## src/rtl/seep_pkg.sv

```systemverilog
package seep_pkg;
    typedef enum logic [1:0] {
        HOP_READ  = 2'd0,
        HOP_WRITE = 2'd1,
        HOP_WREN  = 2'd2,
        HOP_WRDIS = 2'd3
    } host_op_e;

    typedef enum logic [2:0] {
        S_IDLE,
        S_SHIFT,
        S_RECV,
        S_DESEL,
        S_POLL
    } fsm_e;

    // which frame of the operation is in flight
    typedef enum logic [2:0] {
        F_RD,
        F_WEN,
        F_WR,
        F_WAIT,
        F_WDS
    } frame_e;
endpackage

```

## src/rtl/seep_phase_timer.sv

```systemverilog
module seep_phase_timer #(
    parameter int DIV = 4
) (
    input  logic clk,
    input  logic rst_n,
    input  logic hold,
    output logic tick
);
    localparam int CW = (DIV > 1) ? $clog2(DIV) : 1;

    logic [CW-1:0] cnt;

    assign tick = !hold && (cnt == CW'(DIV - 1));

    always_ff @(posedge clk or negedge rst_n) begin
        if (!rst_n)
            cnt <= '0;
        else if (hold || tick)
            cnt <= '0;
        else
            cnt <= cnt + 1'b1;
    end

    generate
        if (DIV > 1) begin : g_gap
            // phases are at least two cycles apart
            p_tick_gap_r6: assert property (@(posedge clk) disable iff (!rst_n)
                tick |=> !tick);
        end
    endgenerate
endmodule

```

## src/rtl/seep_shifter.sv

```systemverilog
module seep_shifter #(
    parameter int FW = 27,
    parameter int DW = 16
) (
    input  logic          clk,
    input  logic          rst_n,
    input  logic          load,
    input  logic [FW-1:0] load_val,
    input  logic          shift,
    input  logic          capture,
    input  logic          sdin,
    output logic          sout,
    output logic [DW-1:0] rdata
);
    logic [FW-1:0] sreg;

    always_ff @(posedge clk or negedge rst_n) begin
        if (!rst_n) begin
            sreg  <= '0;
            rdata <= '0;
        end else begin
            if (load)
                sreg <= load_val;
            else if (shift)
                sreg <= {sreg[FW-2:0], 1'b0};
            if (capture)
                rdata <= {rdata[DW-2:0], sdin};
        end
    end

    assign sout = sreg[FW-1];
endmodule

```

## src/rtl/seep_master.sv

```systemverilog
module seep_master #(
    parameter int ADDR_W  = 8,
    parameter int DATA_W  = 16,
    parameter int CLK_DIV = 4,
    parameter int TIMEOUT = 4096
) (
    input  logic              clk,
    input  logic              rst_n,
    input  logic              req_valid,
    input  logic [1:0]        req_op,
    input  logic [ADDR_W-1:0] req_addr,
    input  logic [DATA_W-1:0] req_wdata,
    output logic              busy,
    output logic              done,
    output logic [DATA_W-1:0] rdata,
    output logic              timeout_err,
    output logic              mw_cs,
    output logic              mw_sk,
    output logic              mw_do,
    input  logic              mw_di
);
    import seep_pkg::*;

    localparam int HDR_W   = 3 + ADDR_W;
    localparam int FRAME_W = HDR_W + DATA_W;
    localparam int CNT_W   = $clog2(FRAME_W);
    localparam int TO_W    = $clog2(TIMEOUT) + 1;

    fsm_e              state, nxt;
    frame_e            step, nstep;
    host_op_e          op_q;
    logic [ADDR_W-1:0] addr_q;
    logic [DATA_W-1:0] wdata_q;
    logic [1:0]        phase;
    logic [CNT_W-1:0]  bitcnt, lastbit;
    logic [TO_W-1:0]   tocnt;
    logic              done_q, err_q;

    logic               tick, accept, load, shift, capture, finish, tout, sout;
    logic [FRAME_W-1:0] lval;

    wire [FRAME_W-1:0] f_rd  = {3'b110, req_addr, {DATA_W{1'b0}}};
    wire [FRAME_W-1:0] f_wr  = {3'b101, addr_q, wdata_q};
    wire [FRAME_W-1:0] f_wen = {3'b100, {ADDR_W{1'b1}}, {DATA_W{1'b0}}};
    wire [FRAME_W-1:0] f_wds = {3'b100, {ADDR_W{1'b0}}, {DATA_W{1'b0}}};

    assign accept = req_valid && (state == S_IDLE) && !done_q;

    seep_phase_timer #(.DIV(CLK_DIV)) u_timer (
        .clk   (clk),
        .rst_n (rst_n),
        .hold  ((state == S_IDLE) || (state == S_POLL)),
        .tick  (tick)
    );

    seep_shifter #(.FW(FRAME_W), .DW(DATA_W)) u_shift (
        .clk      (clk),
        .rst_n    (rst_n),
        .load     (load),
        .load_val (lval),
        .shift    (shift),
        .capture  (capture),
        .sdin     (mw_di),
        .sout     (sout),
        .rdata    (rdata)
    );

    // next-state and datapath controls
    always_comb begin
        nxt = state; nstep = step;
        load = 1'b0; lval = '0; shift = 1'b0; capture = 1'b0;
        finish = 1'b0; tout = 1'b0;
        unique case (state)
            S_IDLE: if (accept) begin
                nxt  = S_SHIFT;
                load = 1'b1;
                unique case (host_op_e'(req_op))
                    HOP_READ:  begin lval = f_rd;  nstep = F_RD;  end
                    HOP_WRITE,
                    HOP_WREN:  begin lval = f_wen; nstep = F_WEN; end
                    HOP_WRDIS: begin lval = f_wds; nstep = F_WDS; end
                endcase
            end
            S_SHIFT: if (tick && phase == 2'd2) begin
                if (bitcnt == lastbit)
                    nxt = (step == F_RD) ? S_RECV : S_DESEL;
                else
                    shift = 1'b1;
            end
            S_RECV: if (tick) begin
                if (phase == 2'd0)
                    capture = 1'b1;
                else if (bitcnt == CNT_W'(DATA_W - 1))
                    nxt = S_DESEL;
            end
            S_DESEL: if (tick) begin
                if (op_q == HOP_WRITE && step == F_WEN) begin
                    load = 1'b1; lval = f_wr; nstep = F_WR; nxt = S_SHIFT;
                end else if (op_q == HOP_WRITE && step == F_WR) begin
                    nstep = F_WAIT; nxt = S_POLL;
                end else if (step == F_WAIT) begin
                    load = 1'b1; lval = f_wds; nstep = F_WDS; nxt = S_SHIFT;
                end else begin
                    nxt = S_IDLE; finish = 1'b1;
                end
            end
            S_POLL: begin
                if (tocnt == TO_W'(TIMEOUT - 1)) begin
                    nxt = S_IDLE; finish = 1'b1; tout = 1'b1;
                end else if (mw_di) begin
                    nxt = S_DESEL;
                end
            end
            default: nxt = S_IDLE;
        endcase
    end

    // state register
    always_ff @(posedge clk or negedge rst_n) begin
        if (!rst_n) begin
            state   <= S_IDLE;
            step    <= F_RD;
            op_q    <= HOP_READ;
            addr_q  <= '0;
            wdata_q <= '0;
            phase   <= '0;
            bitcnt  <= '0;
            lastbit <= '0;
            tocnt   <= '0;
            done_q  <= 1'b0;
            err_q   <= 1'b0;
        end else begin
            state  <= nxt;
            step   <= nstep;
            done_q <= finish;
            if (accept) begin
                op_q    <= host_op_e'(req_op);
                addr_q  <= req_addr;
                wdata_q <= req_wdata;
                err_q   <= 1'b0;
            end else if (tout) begin
                err_q <= 1'b1;
            end
            tocnt <= (state == S_POLL) ? tocnt + 1'b1 : '0;
            if (load) begin
                phase   <= '0;
                bitcnt  <= '0;
                lastbit <= (nstep == F_WR) ? CNT_W'(FRAME_W - 1) : CNT_W'(HDR_W - 1);
            end else if (tick && state == S_SHIFT) begin
                if (phase == 2'd2) begin
                    phase  <= '0;
                    bitcnt <= (bitcnt == lastbit) ? '0 : bitcnt + 1'b1;
                end else begin
                    phase <= phase + 1'b1;
                end
            end else if (tick && state == S_RECV) begin
                if (phase == 2'd1) begin
                    phase  <= '0;
                    bitcnt <= bitcnt + 1'b1;
                end else begin
                    phase <= 2'd1;
                end
            end
        end
    end

    // outputs
    always_comb begin
        mw_cs       = (state == S_SHIFT) || (state == S_RECV) || (state == S_POLL);
        mw_sk       = ((state == S_SHIFT) && (phase == 2'd1)) ||
                      ((state == S_RECV)  && (phase == 2'd0));
        mw_do       = ((state == S_SHIFT) || (state == S_RECV)) && sout;
        busy        = (state != S_IDLE) || done_q;
        done        = done_q;
        timeout_err = err_q;
    end

    p_sk_in_frame_r7: assert property (@(posedge clk) disable iff (!rst_n)
        mw_sk |-> mw_cs);
    p_do_rise_r7: assert property (@(posedge clk) disable iff (!rst_n)
        $rose(mw_sk) |-> $stable(mw_do));
    p_do_fall_r7: assert property (@(posedge clk) disable iff (!rst_n)
        $fell(mw_sk) |-> $stable(mw_do));
    p_done_pulse_r3: assert property (@(posedge clk) disable iff (!rst_n)
        done |=> (!done && !busy));
    p_accept_r2: assert property (@(posedge clk) disable iff (!rst_n)
        (req_valid && !busy) |=> busy);
    p_timeout_idle_r9: assert property (@(posedge clk) disable iff (!rst_n)
        $rose(timeout_err) |-> (done && !mw_cs));
endmodule

```

## config.mk

```make
export PLATFORM = sky130hd
export DESIGN_NAME = seep_master
export DESIGN_NICKNAME = d
export VERILOG_FILES = /design/src/rtl/seep_pkg.sv /design/src/rtl/seep_phase_timer.sv /design/src/rtl/seep_shifter.sv /design/src/rtl/seep_master.sv
export SDC_FILE = /design/constraint.sdc
export NUM_CORES = 1
export LEC_CHECK = 0
export ABC_CLOCK_PERIOD_IN_PS = 2300
export BUFFER_PORTS_ARGS = -buffer_cell sky130_fd_sc_hd__buf_2
export CORE_MARGIN = 2
export CORE_UTILIZATION = 60
export CTS_BUF_LIST = sky130_fd_sc_hd__clkbuf_4
export CTS_CLUSTER_DIAMETER = 200
export DETAILED_ROUTE_END_ITERATION = 16
export GPL_TIMING_DRIVEN = 0
export PLACE_DENSITY_LB_ADDON = 0.3
export SKIP_CTS_REPAIR_TIMING = 1
export SLEW_MARGIN = 30
export SYNTH_ARGS = -nofsm -noshare
export SYNTH_HDL_FRONTEND = slang
export SYNTH_HIERARCHICAL = 1
export SYNTH_SLANG_ARGS = --single-unit
```

## constraint.sdc

```tcl
create_clock -name clk -period 2.3 [get_ports clk]
set_input_delay 0.345 -clock clk [delete_from_list [all_inputs] [get_ports clk]]
set_output_delay 0.345 -clock clk [all_outputs]
set_load 0.1 [all_outputs]
```

==> summary.md, run 1 <==
| Metric | Value |
|---|---|
| Status | finished, final reports clean |
| Final std cells w/o fill | 671 |
| # diodes | 0 |
| Max Slew Vio Count | 0 |
| Synth Flop Type | dfrtp_1 |
| Setup WS pre-CTS | -0.07934 ns |
| Detailed-route DRC error count | 0 |
| Top post-synthesis cells by area | dfrtp_1 51%, nand2_1 8.3%, mux2i_1 5.7% |
| Die height | 94.88 um |
| Psw | between 1.5 and 2 mW |
| Pwr dens | 884.2 nW/um^2 |
| Number of clock sinks | roughly 100 |
| Warnings, synthesis | 6 |
| Worst setup SP type | register |
| Commonest non-fill, non-tap cell in the layout | nand2_1 |
| First-pass iteration count of the detailed router | 4 |
| Final #Nets | 597 |
| CTS root buffer | clkbuf_4 |
| Post-synth ARST share | 1.000 |
| Vias in the first global route | 3526 |
| Maximum fanout along the worst path | 10 |
| Slew @ Worst Pin | ~0.56 ns |
| Combinational Power Share | 0.346 |
| RD Place Congestion | roughly 0.87 |
| GRT Total Usage | 0.2260 |
| Crit Path Category | reg -> out |
| WL final | ~9200 um |
| Syn Area/Cell | 10.07 um^2 |
| CTS tree | built |
| Maximum clock path buffer count | 2 |
| Sw frac | 0.3893 |
| Flop pwr share | 0.484 |
| Post-DP HPWL | 6652 um |
| Initial core utilization | 0.6122 |
| Avg WL per Cell | between 10 and 15 um |
| RSZ-0062 raised after global routing | false |
| Max_slew headroom | 0.6291 |
| IO Port Bufs | about 50 |
| WHS | between 0.07 and 0.08 ns |
| Post-synth top area share | 0.5101 |
| Tmin final | 2.250 ns |
| Syn Nets | 528 |
| CTS clk-pin slew, worst paths | between 0.15 and 0.2 ns |
| Die footprint | 9001 um^2 |
| CP required | 1.96 ns |
| WHS Path Cells | 3 |
| Worst hold-check path type | in -> reg |
| DR vias/cell | 5.432 |
| Peak supply drop | 0.5340 mV |
| Post-synth cell types | 60 |
| Final period utilization | 0.9781 |
| Internal power | 3.015 mW |
| Core area | 8093 um^2 |
| Post-Synthesis Cells | around 490 |
| Yosys top cell by area | dfrtp_1 |
| Inst Count DP | about 650 |
| Mapped Area | 4955 um^2 |
| Seq cells post-synth | 101 |
| Final hold vios | 0 |
| Static Leak | 2.654 nW |
| Worst Skew | around 0.032 ns |
| Worst Reg-to-Reg Cells | 10 |
| First-pass GRT wire length | 15920 um |
| Sequential area share after synthesis | 0.5101 |
| # setup viols final | 0 |
| Via Count | 3645 |
| CTS buffer count | 9 |
| Clk_lat worst skew | 0.44 ns |
| Worst EP arrival | 1.90 ns |
| Die width | approximately 95 um |
| Power share of the clock group | 0.170 |
| Max Fclk | 444.5 MHz |
| Largest net degree at the start of global routing | 62 |
| Post-synth EDFFs | 0 |
| # H-tree levels | 3 |
| Most frequent cells in the layout | 110 x nand2_1, 100 x dfrtp_1, 58 x buf_2 |
| Starting DRT DRC Count | 187 |
| Row cnt | 33 |
| Syn-to-layout area delta | 12.70% |
| Total of max-cap violations | 0 |
| Final setup margin | 0.05027 ns |
| Filler cells | 646 |
| Endpoint class of the critical path | output port |
| Layout cells sized above 1 | 0.2367 |
| Top-Level Pins | 52 |
| Final ANT Viol Nets | 0 |
| Initial antenna violation count | 0 |
| Grt ovf | 0 |
## power by group through the flow
stage | Combinational (mW) | Sequential (mW) | Clock, mW
2_1_floorplan | 1.28 | 2.42 | 0
4_1_cts | 1.67 | 2.39 | 0.874
3_5_place_dp | 1.66 | 2.43 | 0
3_3_place_gp | 1.61 | 2.41 | 0
6_report | 1.71 | 2.39 | 0.840
5_1_grt | 1.91 | 2.45 | 0.958
## cell families after synthesis
family                     count (synthesis)  share of synthesized area
and+or+nand+nor                          214                     0.2063
DFF                                      101                     0.5101
AOI/OAI and AO/OA                         76                    0.09925
muxes                                     44                    0.09369
buffers and inverters                     35                    0.04722
xor gates and xnor gates                  16                    0.02828
adders and majority gates                  6                    0.01515
## cells in the mapped netlist, types with 8 or more instances
cell type  instances
nand2_1          110
dfrtp_1          101
mux2i_1           28
nor2_1            28
o21ai_1           22
and2_1            17
a21oi_1           15
mux2_2            15
buf_2             11
nor2b_1           10
o21ai_0           10
xor2_1             9
nand3_1            8
o2bb2ai_1          8
## stage by stage
step                      setup TNS [ns]    util  power (mW)  cell area (um^2)
after global routing                   0  0.6900       5.321              5584
final                                  0  0.6900       4.937              5584
after CTS                         -1.238  0.6810       4.936              5512
after floorplan                 -0.09921       -       3.702              4970
after detailed placement          -1.169  0.6651       4.091              5383
after global placement            -11.44  0.6619       4.018              5356
## cell type report
class	instances	area, um^2	area share
multi-input cells	356	2213	0.3964
repair buffers	58	337.8	0.06050
well taps	105	131.4	0.02353
inverters	7	26.28	0.004705
clock inverters	7	61.31	0.01098
clock buffers	9	67.56	0.01210
flip-flops and latches	101	2529	0.4528
plain buffers	28	217.7	0.03899
## routing by layer
metal	part of all wire	routed length (um)	global-route usage
met2	0.49	4510	0.3593
met4	0.0095	88	0.08333
met1	0.46	4248	0.3129
met3	0.041	382	0.03911
met5	0	0	0
## critical path, cell delays in order, from the launching register on
cell,delay [ns]
dfrtp_1,0.42
buf_6,0.14
or3_1,0.40
or2_2,0.30
buf_4,0.24
## flip-flops by register name, indices dropped and copies added (netlist names), 3 cells and up
register and flops:
addr_q 8, bitcnt 5, state 3, step 3
tocnt 13, u_shift/rdata 16, u_shift/sreg 27, wdata_q 16
## final timing paths
path	slack, ns	to	start
worst max-delay path	0.05	busy	state[1]$_DFFE_PN0P_
worst min-delay path	0.08	wdata_q[9]$_DFFE_PN0N_	req_wdata[9]
worst max register to register	0.15	u_shift/sreg[4]$_DFFE_PN0P_	state[1]$_DFFE_PN0P_
worst min register to register	0.47	u_timer/cnt[0]$_DFF_PN0_	u_timer/cnt[0]$_DFF_PN0_
max in group asynchronous	1.25	state[0]$_DFFE_PN0P_	rst_n
min in group asynchronous	0.42	bitcnt[2]$_DFFE_PN0P_	rst_n
No activity file was read; power rests on OpenSTA's default activity.
==> run 2: changes to the inputs <==
ABC_AREA = 1   (was not set)
==> run 2 against run 1 <==
  * Hold slack gained 0.024 ns
  * Register-to-register slack gained 0.02 ns
  * Via count grew 15%
  * Sequential cell count is the same
  * Combinational power grew 55%
  * Clock skew shrank 0.0093 ns
  * Clock power grew 9.3%
  * Critical path depth grew 2
  * Critical path type unchanged
  * Highest routed layer unchanged
==> summary.md, run 2 <==
| Metric | Value |
|---|---|
| Status | finished, final reports clean (unchanged) |
| Max FFs per register | 27 (unchanged) |
| Slew @ Worst Pin | 0.4952 ns (was 0.5563 ns) |
| Post-DP HPWL | 7376 um (was 6652 um) |
| Top flop regs | u_shift/sreg x27, u_shift/rdata x16, wdata_q x16 (unchanged) |
| Most frequent cell after synthesis | nand2_1 (unchanged) |
| Pwr Total | 6.043 mW (was 4.937 mW) |
| Mux cell area share after synthesis | 0 (was 0.09369) |
| Worst EP arrival | 1.84 ns (was 1.90 ns) |
| # H-tree levels | 3 (unchanged) |
| CTS tree | built (unchanged) |
| XOR/XNOR Fraction of Synth Area | 0.005372 (was 0.02828) |
| Hold_sp | req_wdata[3] (was req_wdata[9]) |
| Tmin final | 2.185 ns (was 2.250 ns) |
| Post-synth ARST share | 1.000 (unchanged) |
| Max Slew Vio Count | 0 (unchanged) |
| Buf+Inv Stages, Crit Path | 3 (was 2) |
| Post-synth cell types | 31 (was 60) |
| Worst hold-check path type | in -> reg (unchanged) |
| Clk_lat worst skew | 0.44 ns (about the same) |
| Die width | 94.29 um (was 94.88 um) |
| Syn-to-layout area delta | 12.66% (was 12.70%) |
| Max_slew headroom | 0.6721 (was 0.6291) |
| Core area | 7807 um^2 (was 8093 um^2) |
| Final ANT Viol Nets | 0 (unchanged) |
| Largest Register | u_shift/sreg (unchanged) |
| Mapped Area | 4891 um^2 (was 4955 um^2) |
| Met2 Routed Length | 4978 um (was 4510 um) |
| Die height | 94.29 um (was 94.88 um) |
| DP Area | 5310 um^2 (was 5383 um^2) |
| Filler cells | 623 (was 646) |
| Cell family with most CP delay | buffers and inverters (was simple AND/OR/NAND/NOR gates) |
| Commonest non-fill, non-tap cell in the layout | nand2_1 (unchanged) |
| Endpoint class of the critical path | output port (unchanged) |
| Crit Path Category | reg -> out (unchanged) |
| Top-Level Pins | 52 (unchanged) |
| Met1 wire length | 4705 um (was 4248 um) |
| Slowest Stage Delay on Critical Path | 0.49 ns (was 0.42 ns) |
| Area of the multi-input gates | 1938 um^2 (was 2213 um^2) |
| Pwr dens | 1097 nW/um^2 (was 884.2 nW/um^2) |
| Most frequent cells in the layout | 141 x nand2_1, 99 x dfrtp_1, 73 x nand3_1 (was 110 x nand2_1, 100 x dfrtp_1, 58 x buf_2) |
| Syn Area/Cell | 8.098 um^2 (was 10.07 um^2) |
| Final std cells w/o fill | 777 (was 671) |
| Number of clock sinks | 101 (unchanged) |
| Crit-path cells | inv_1 -> nand3_2 -> nand2_1 -> inv_1 -> nand2_1 -> clkbuf_4 (was buf_6 -> or3_1 -> or2_2 -> buf_4) |
| Launch point of the worst path | state[1]$_DFFE_PN0P_ (unchanged) |
| Maximum fanout along the worst path | 7 (was 10) |
| Met3 wire length | 573 um (was 382 um) |
| Total of max-cap violations | 0 (unchanged) |
| First-pass GRT wire length | 17890 um (was 15920 um) |
| Core Util, Final | 0.7058 (was 0.6900) |
| R2r startpoint | u_timer/cnt[0]$_DFF_PN0_ (was state[1]$_DFFE_PN0P_) |
| WHS Path Cells | 3 (unchanged) |
| Top layer reached by signal wires | met4 (unchanged) |
| Inst Count DP | 758 (was 649) |
| CP required | 1.96 ns (about the same) |
| Worst Reg-to-Reg Cells | 14 (was 10) |
| WHS | 0.1016 ns (was 0.07780 ns) |
| Maximum clock path buffer count | 2 (unchanged) |
| Largest family of logic cells by synthesized area | simple AND/OR/NAND/NOR gates (unchanged) |
| Static Leak | 2.758 nW (was 2.654 nW) |
| RSZ-0062 raised after global routing | false (unchanged) |
| Final #Nets | 707 (was 597) |
| CP max-delay cell | dfrtp_2 (was dfrtp_1) |
| Row cnt | 32 (was 33) |
| CTS root buffer | clkbuf_4 (unchanged) |
| RD Place Congestion | 0.8053 (was 0.8687) |
| Final hold vios | 0 (unchanged) |
| IO Port Bufs | 51 (unchanged) |
| Peak supply drop | 0.6568 mV (was 0.5340 mV) |
| Avg WL per Cell | 13.38 um (was 13.75 um) |
| Sequential area share after synthesis | 0.5168 (was 0.5101) |
| DR vias/cell | 5.384 (was 5.432) |
| First-pass iteration count of the detailed router | 5 (was 4) |
| Die footprint | 8890 um^2 (was 9001 um^2) |
| Syn Nets | 640 (was 528) |
| WL final | 10400 um (was 9229 um) |
| Synth Flop Type | dfrtp_1 (unchanged) |
| Starting DRT DRC Count | 301 (was 187) |
| Post-synthesis simple-gate area fraction | 0.2689 (was 0.2063) |
| Post-synth top area share | 0.5168 (was 0.5101) |
| # setup viols final | 0 (unchanged) |
| # diodes | 0 (unchanged) |
| Post-synth EDFFs | 0 (unchanged) |
| WP depth | 6 (was 4) |
| Post-synthesis compound-gate area fraction | 0.1036 (was 0.09924) |
| Warnings, synthesis | 6 (unchanged) |
| Initial core utilization | 0.6264 (was 0.6122) |
| Worst Skew | 0.02295 ns (was 0.03230 ns) |
| Post-Synthesis Cells | 604 (was 492) |
| Layout cells sized above 1 | 0.1689 (was 0.2367) |
| Grt ovf | 0 (unchanged) |
| Vias in the first global route | 3903 (was 3526) |
| Initial antenna violation count | 0 (unchanged) |
| Reg area | 2530 um^2 (was 2529 um^2) |
| Setup WS pre-CTS | -0.1242 ns (was -0.07934 ns) |
| Final period utilization | 0.9498 (was 0.9781) |
| Top post-synthesis cells by area | dfrtp_1 52%, nand2_1 11%, nand3_1 7.5% (was dfrtp_1 51%, nand2_1 8.3%, mux2i_1 5.7%) |
| Final setup margin | 0.1155 ns (was 0.05027 ns) |
| Seq cells post-synth | 101 (unchanged) |
| Yosys top cell by area | dfrtp_1 (unchanged) |
| Most instantiated cells after synthesis | 141 x nand2_1, 101 x dfrtp_1, 73 x nand3_1 (was 110 x nand2_1, 101 x dfrtp_1, 28 x mux2i_1, 28 x nor2_1, 22 x o21ai_1) |
| GRT Total Usage | 0.2557 (was 0.2260) |
| CTS buffer count | 9 (unchanged) |
| Max Fclk | 457.8 MHz (was 444.5 MHz) |
| Adder-cell share of the synthesized area | 0.01535 (was 0.01515) |
| Setup slack, reg-to-reg | 0.17 ns (was 0.15 ns) |
| Cell area after layout | 5510 um^2 (was 5584 um^2) |
| Worst setup SP type | register (unchanged) |
| Setup TNS | 0 ns (unchanged) |
| Via Count | 4183 (was 3645) |
| Detailed-route DRC error count | 0 (unchanged) |
| Largest net degree at the start of global routing | 59 (was 62) |
| CTS clk-pin slew, worst paths | 0.15 ns (was 0.17 ns) |
## run 2: cell types whose count changed in the layout (fill, tap and decap cells not counted), moves of 15 or more
cell     delta
inv_1      +64
o21ai_0    +52
nand3_1    +65
nor2_1     +31
mux2i_1    -28
and2_1     -16
nand2_1    +31
mux2_2     -15
## run 2: area by class of cell
type,instances,share of cell area
sequential,101,0.4591
multi-input combinational,404,0.3517
timing repair buffer,56,0.06040
tap,102,0.02316
clock buffer,10,0.01362
clock inverter,5,0.01135
inverter,78,0.05359
buffer,21,0.02702
## run 2: report_power, final
group	leakage (nW)	internal (mW)	switching, mW
clock	0.0687	0.342	0.576
combinational	1.36	0.641	2.01
sequential	1.33	2.23	0.245
## run 2: final timing paths
| kind | end |
|---|---|
| worst max-delay path | mw_cs |
| worst min-delay path | wdata_q[3]$_DFFE_PN0N_ |
| worst max register to register | u_shift/sreg[19]$_DFFE_PN0P_ |
| worst min register to register | u_timer/cnt[0]$_DFF_PN0_ |
| max in group asynchronous | u_shift/sreg[22]$_DFFE_PN0P_ |
| min in group asynchronous | u_shift/rdata[14]$_DFFE_PN0P_ |
## run 2: per-layer routing
metal	vias to the layer above	global-route usage
li1	2061	-
met1	2003	0.3671
met2	106	0.4101
met3	13	0.03612
met4	0	0.07126
met5	-	0
## run 2: kinds of logic after synthesis
kind of cell / count (synthesis)
xor+xnor: 3
compound gates: 97
buf+inv: 99
flops: 101
simple gates: 298
fa+ha+maj: 6
## run 2: tightest hold or removal path, stage by stage
cell     delay, ns
buf_2         0.07
nand2_1       0.04
o21ai_0       0.06
